--- config.mk ---
export PLATFORM = sky130hd
export DESIGN_NAME = lockstep_retry_ctrl
export DESIGN_NICKNAME = d
export VERILOG_FILES = /design/src/rtl/lockstep_retry_pkg.sv /design/src/rtl/lockstep_retry_dp.sv /design/src/rtl/lockstep_retry_fsm.sv /design/src/rtl/lockstep_retry_ctrl.sv
export SDC_FILE = /design/constraint.sdc
export NUM_CORES = 1
export LEC_CHECK = 0
export BUFFER_PORTS_ARGS = -buffer_cell sky130_fd_sc_hd__buf_2
export CORE_ASPECT_RATIO = 0.5
export CORE_MARGIN = 10
export CORE_UTILIZATION = 40
export CTS_CLUSTER_SIZE = 10
export DETAILED_ROUTE_END_ITERATION = 10
export PLACE_DENSITY = 0.77
export SKIP_CTS_REPAIR_TIMING = 1
export SYNTH_ARGS = -nofsm -noshare
export SYNTH_HDL_FRONTEND = slang
export SYNTH_HIERARCHICAL = 1
export SYNTH_SLANG_ARGS = --single-unit
export TNS_END_PERCENT = 5
--- constraint.sdc ---
create_clock -name clk -period 7.4 [get_ports clk]
set_input_delay 0.74 -clock clk [delete_from_list [all_inputs] [get_ports clk]]
set_output_delay 0.74 -clock clk [all_outputs]
set_load 0.005 [all_outputs]
--- src/rtl/lockstep_retry_pkg.sv ---
package lockstep_retry_pkg;
  typedef enum logic [1:0] {
    ST_RUN   = 2'd0,
    ST_RETRY = 2'd1,
    ST_STOP  = 2'd2,
    ST_DONE  = 2'd3
  } ctrlState_e;

  typedef struct packed {
    logic ckptWr;
    logic cntInc;
  } dpStrobe_t;
endpackage

--- src/rtl/lockstep_retry_dp.sv ---
module lockstep_retry_dp
  import lockstep_retry_pkg::*;
#(
  parameter int DATA_W = 32,
  parameter int CNT_W  = 8
) (
  input  logic              clk,
  input  logic              rstN,
  input  logic              resValidA,
  input  logic [DATA_W-1:0] resDataA,
  input  logic              resValidB,
  input  logic [DATA_W-1:0] resDataB,
  input  logic [CNT_W-1:0]  errThresh,
  input  dpStrobe_t         strobe,
  output logic              isMatch,
  output logic              isMismatch,
  output logic              reachThresh,
  output logic [DATA_W-1:0] ckptData,
  output logic [CNT_W-1:0]  errCount,
  output logic              permFault
);
  localparam logic [CNT_W-1:0] CNT_MAX = {CNT_W{1'b1}};

  logic              bothValid;
  logic              dataEq;
  logic [CNT_W:0]    cntPlus;
  logic              threshOn;
  logic [DATA_W-1:0] ckptQ;
  logic [CNT_W-1:0]  cntQ;

  assign bothValid   = resValidA & resValidB;
  assign dataEq      = (resDataA == resDataB);
  assign isMatch     = bothValid & dataEq;
  assign isMismatch  = (resValidA | resValidB) & ~isMatch;
  assign threshOn    = (errThresh != '0);
  assign cntPlus     = {1'b0, cntQ} + (CNT_W+1)'(1);
  assign reachThresh = threshOn & (cntPlus >= {1'b0, errThresh});

  always_ff @(posedge clk) begin
    if (!rstN) begin
      ckptQ <= '0;
    end else if (strobe.ckptWr) begin
      ckptQ <= resDataA;
    end
  end

  always_ff @(posedge clk) begin
    if (!rstN) begin
      cntQ <= '0;
    end else if (strobe.cntInc && (cntQ != CNT_MAX)) begin
      cntQ <= cntPlus[CNT_W-1:0];
    end
  end

  assign ckptData  = ckptQ;
  assign errCount  = cntQ;
  assign permFault = threshOn & (cntQ >= errThresh);
endmodule

--- src/rtl/lockstep_retry_fsm.sv ---
module lockstep_retry_fsm
  import lockstep_retry_pkg::*;
(
  input  logic      clk,
  input  logic      rstN,
  input  logic      isMatch,
  input  logic      isMismatch,
  input  logic      reachThresh,
  input  logic      ckptWe,
  input  logic      retryFail,
  input  logic      xferAck,
  output dpStrobe_t strobe,
  output logic      commitEn,
  output logic      retryReq,
  output logic      cpuStop,
  output logic      xferReq
);
  ctrlState_e state;
  ctrlState_e stateNext;
  logic       commitNow;
  logic       countNow;

  always_comb begin
    stateNext = state;
    commitNow = 1'b0;
    countNow  = 1'b0;
    case (state)
      ST_RUN: begin
        commitNow = isMatch;
        if (isMismatch) begin
          countNow  = 1'b1;
          stateNext = reachThresh ? ST_STOP : ST_RETRY;
        end
      end
      ST_RETRY: begin
        if (retryFail) begin
          countNow  = isMismatch;
          stateNext = ST_STOP;
        end else if (isMatch) begin
          commitNow = 1'b1;
          stateNext = ST_RUN;
        end else if (isMismatch) begin
          countNow  = 1'b1;
          stateNext = ST_STOP;
        end
      end
      ST_STOP: begin
        if (xferAck) stateNext = ST_DONE;
      end
      default: stateNext = ST_DONE;
    endcase
  end

  always_ff @(posedge clk) begin
    if (!rstN) state <= ST_RUN;
    else       state <= stateNext;
  end

  assign strobe.ckptWr = commitNow & ckptWe;
  assign strobe.cntInc = countNow;
  assign commitEn      = commitNow;
  assign retryReq      = (state == ST_RETRY);
  assign cpuStop       = (state == ST_STOP);
  assign xferReq       = (state == ST_STOP);
endmodule

--- src/rtl/lockstep_retry_ctrl.sv ---
module lockstep_retry_ctrl
  import lockstep_retry_pkg::*;
#(
  parameter int DATA_W = 32,
  parameter int CNT_W  = 8
) (
  input  logic              clk,
  input  logic              rstN,
  input  logic              resValidA,
  input  logic [DATA_W-1:0] resDataA,
  input  logic              resValidB,
  input  logic [DATA_W-1:0] resDataB,
  input  logic              ckptWe,
  input  logic              retryFail,
  input  logic              xferAck,
  input  logic [CNT_W-1:0]  errThresh,
  output logic              commitEn,
  output logic              retryReq,
  output logic              cpuStop,
  output logic              xferReq,
  output logic [DATA_W-1:0] ckptData,
  output logic [CNT_W-1:0]  errCount,
  output logic              permFault
);
  dpStrobe_t strobe;
  logic      isMatch;
  logic      isMismatch;
  logic      reachThresh;

  lockstep_retry_dp #(.DATA_W(DATA_W), .CNT_W(CNT_W)) uDp (
    .clk(clk), .rstN(rstN),
    .resValidA(resValidA), .resDataA(resDataA),
    .resValidB(resValidB), .resDataB(resDataB),
    .errThresh(errThresh), .strobe(strobe),
    .isMatch(isMatch), .isMismatch(isMismatch), .reachThresh(reachThresh),
    .ckptData(ckptData), .errCount(errCount), .permFault(permFault)
  );

  lockstep_retry_fsm uFsm (
    .clk(clk), .rstN(rstN),
    .isMatch(isMatch), .isMismatch(isMismatch), .reachThresh(reachThresh),
    .ckptWe(ckptWe), .retryFail(retryFail), .xferAck(xferAck),
    .strobe(strobe),
    .commitEn(commitEn), .retryReq(retryReq),
    .cpuStop(cpuStop), .xferReq(xferReq)
  );
endmodule

=== After elaboration in Yosys (flattened, before gate mapping) ===
Index checks and enable logic that the tools add are counted.

* Bits in registers: 42
* Bits in latches: 0
* Memory bits (writable): 0
* ROM bits: 0
* Input port bits: 79
* Word-level logic and storage cells: 39
* Memories: 0

* Add/subtract/negate cells: 1
* Multipliers: 0
* Divide/modulo/power cells: 0
* Order comparisons: 2
* Equality and inequality tests: 7
* Shifts and indexed selects: 0
* Multiplexer cells: 14
* Bitwise gates (word level): 8
* Reduce and logical (&&, ||, !) cells: 4

{| class="wikitable"
|+ Operator list
! cell !! count
|-
| 32-bit equality test || 1
|-
| 2-bit 2-to-1 mux || 6
|-
| 8-bit by 1-bit adder with 9-bit output (second input constant) || 1
|-
| 9-bit by 8-bit >= comparator with 1-bit output || 1
|-
| 8-bit >= comparator || 1
|-
| 8-bit != test (second input constant) || 1
|-
| 8-bit nonzero test || 1
|-
| 1-bit AND || 6
|-
| 2-bit case mux with 3 select lines || 1
|-
| 1-bit 2-to-1 mux || 5
|-
| 4-bit by 2-bit != test with 1-bit output (second input constant) || 1
|-
| 1-bit case mux with 2 select lines || 2
|-
| 3-bit AND reduction || 1
|-
| 2-bit by 1-bit equality test with 1-bit output (second input constant) || 1
|-
| 2-bit equality test (second input constant) || 1
|-
| 2-bit zero test || 1
|-
| 2-bit by 1-bit != test with 1-bit output (second input constant) || 1
|-
| 2-bit != test (second input constant) || 1
|-
| 1-bit logical AND || 1
|-
| 1-bit inverter || 1
|-
| 1-bit OR || 1
|}

=== Longest topological paths before layout ===
* Depth in word-level cells: 9
* Mapped depth: 12
* Mapped depth without buffers: 11

=== Cells and area by module ===
The synthesis kept the hierarchy.

{| class="wikitable"
|+ By module, submodules not included
! module !! times used !! cells each !! area an instance (µm²) !! seq. area each (µm²)
|-
| lockstep_retry_dp || 1 || 244 || 2366.0 || 800.8
|-
| lockstep_retry_fsm || 1 || 22 || 187.7 || 40.0
|}

=== Worst setup path before layout ===
No wires, ideal clock.

* Path type: input-to-reg
* Start point: input port resDataA[21]
* End point: register uDp.ckptQ[0] (netlist: uDp/ckptData[0])
* Library setup time: 0.116 ns
* Arrival: 2.891 ns
* Slack: 4.393 ns
* Stages: 10
* Cell sequence: xor2_1 > nor4_1 > nand4_1 > nor4_1 > and3_4 > and2_1 > clkbuf_1 > buf_2 > mux2i_1 > nor2b_1

{| class="wikitable"
|+ RTL lines
! item !! RTL line !! RTL
|-
| from (decl) || lockstep_retry_ctrl.sv:10 || <nowiki>input logic [DATA_W-1:0] resDataA,</nowiki>
|-
| to (signal assigned) || lockstep_retry_dp.sv:43 || <nowiki>ckptQ <= resDataA;</nowiki>
|-
| to (decl) || lockstep_retry_dp.sv:28 || <nowiki>logic [DATA_W-1:0] ckptQ;</nowiki>
|}

==> run summary <==
Top cell type's share of synthesized area = 0.329
Status = completed
CP endpoint kind = flip-flop
Worst Max-Slew Pin Slew = 988 ps
Clock power frac = 0.387
Root Buffer = clkbuf_16
Vias in the first global route = 2245
Post-detail-place hpwl = 5.50 mm
Final cell count without fillers = 474
Post-synthesis sequential area ratio = 0.329
Commonest non-fill, non-tap cells in the layout = 123 x buf_2, 42 x dfxtp_1, 34 x nor2b_1
Most common cell after layout, fill and taps aside = buf_2
1st-iter DRT viols = 100
Initial antenna violation count = 0
I/O Buffers = 123
Vias per cell = 4.65
WP data required = 7560 ps
Clk_skew = 5.14 ps
Post-route cell area = 0.00337 sq mm
Initial DRT Pass Iterations = 4
Worst-case clock buffer depth = 2
Internal power = 0.420 mW
Clk sinks = 42
Pleak = 1.55 nW
CTS tree = built
DIE AREA = 0.0102 sq mm
Syn avg cell area = 9.60 sq um
Std cell rows = 20
Syn Std Cell Area = 0.00255 sq mm
Post-Syn Nets = 362
Area contributors post-synth = dfxtp_1 33%, mux2i_1 13%, xor2_1 11%
Max-cap violations = 0
Clock latency on the worst-skew pair = 280 ps
Sequential power share = 0.430
Chip width = 133 um
Yosys warns = 6
Fmax = 285 MHz
Total track usage = 0.128
Routed length per instance = 14.4 um
Post-synth EDFFs = 0
RSZ-0062 raised after global routing = no
Via count = 2205
Setup_tns = 0 ps
Placed Area = 0.00322 sq mm
Area leader, netlist = dfxtp_1
Placed Cells = 466
Post-layout util = 0.549
Core Area = 0.00613 sq mm
IO Count = 124
Data arrival, critical path = 3670 ps
Endpoints failing hold = 0
Synth async-reset ratio = 0
DRC Markers = 0
Clock transition at path regs = 60 ps
Chip Height = 76.5 um
GP Congestion = 0.812
Largest net degree at the start of global routing = 43
Reported net switching power = 0.140 mW
Syn Inst Count = 266
Ys flop type = dfxtp_1
H-tree depth = 2
Net Sw Frac = 0.250
Synthesis-to-layout area growth = 31.9%
Final #Nets = 481
Share of layout cells above drive strength 1 = 0.365
Filler Cell Count = 604
PD cells = 166 mW/mm^2
Slew headroom = 0.341
CP Max Fanout = 32
Residual overflow from global routing = 0
Critical Path Start Type = input port
Crit share post-route = 0.475
Unique cell type count in the Yosys netlist = 40
First-pass GRT wire length = 11.0 mm
Finish-stage setup viols = 0
Number of nets with antenna violations after routing = 0
Initial cell density of the core = 0.417
Combinational share of power = 0.183
Post-Route WL = 6.82 mm
Worst Path Class, Setup = input port to flip-flop
TritonCTS buffer count = 5
Yosys reg bits = 42
Post-layout min period = 3510 ps
Highest ir drop seen on vdd = 88.3 uV
N_diodes = 0
Hold WC Path Type = flip-flop to flip-flop
Slew Limit Fails = 0
==> power groups by stage <==
stage	combinational [mW]	sequential, mW	clock [mW]
after floorplan	0.0638	0.243	0
after global placement	0.101	0.246	0
after detailed placement	0.103	0.246	0
after CTS	0.104	0.241	0.222
after global routing	0.116	0.243	0.236
final	0.103	0.241	0.217
==> cell families after synthesis <==
group	share of synthesized area
buffers and inverters	0.0382
flip-flops	0.329
AND/OR/NAND/NOR	0.197
multiplexers	0.129
XOR/XNOR	0.137
AO/OA/AOI/OAI	0.0852
adder cells (fa/ha/maj)	0.0833
==> cell type report <==
type	count	area (sq um)	area share
multi-input cells	203	1620	0.480
flip-flops and latches	42	841	0.250
repair buffers	123	616	0.183
clock buffers	7	143	0.0423
well taps	88	110	0.0327
inverters	10	37.5	0.0111
clock inverters	1	5.00	0.00149
==> Yosys cell counts (all sizes together) (4+ instances only) <==
| library cell | n |
|---|---|
| nand3 | 4 |
| nor4 | 8 |
| xor2 | 32 |
| nor2 | 9 |
| nand4 | 5 |
| ha | 17 |
| a21o | 4 |
| xnor2 | 8 |
| a21boi | 4 |
| mux2i | 33 |
| o31ai | 5 |
| inv | 10 |
| dfxtp | 42 |
| nor2b | 34 |
| buf | 7 |
| a21oi | 7 |
| nand2 | 6 |
| clkbuf | 4 |
| o21ai | 6 |
==> registers in the layout, indices dropped and copies added (netlist names) <==
signal	count
uDp/ckptData	32
uDp/errCount	8
uFsm/state	2
==> metrics by stage <==
stage / setup slack (ps) / power [mW] / hold slack, ps
6_report: 3890 / 0.561 / 506
5_1_grt: 3580 / 0.594 / 543
4_1_cts: 3870 / 0.567 / 512
3_5_place_dp: 3600 / 0.349 / 496
3_3_place_gp: 3630 / 0.347 / 490
2_1_floorplan: 4390 / 0.307 / 496
==> per-layer routing <==
layer  track usage  vias to the layer above  routed length, um
met4        0.0262                        0                 34
li1              -                     1163                  -
met3        0.0309                        4                329
met2         0.234                       46               3470
met5             0                        -                  0
met1         0.149                      992               2990
==> final timing paths <==
kind / slack [ps] / cells past startpoint / endpoint / startpoint
setup / recovery: 3890 / 9 / uDp/ckptData[10] / resDataA[21]
hold / removal: 510 / 2 / uDp/ckptData[20] / uDp/ckptData[20]
setup reg to reg: 4750 / 11 / uFsm/state[0] / uDp/errCount[0]
hold reg to reg: 510 / 2 / uDp/ckptData[20] / uDp/ckptData[20]
==> worst max-delay path: stages <==
cell and delay, ps:
buf_2 110, xor2_1 150, nor4_1 370, nand4_1 160, nor4_1 670, and3_4 300, and2_2 800, mux2i_1 290
nor2b_1 70
Note: power is estimated with default switching activity, not from simulation.
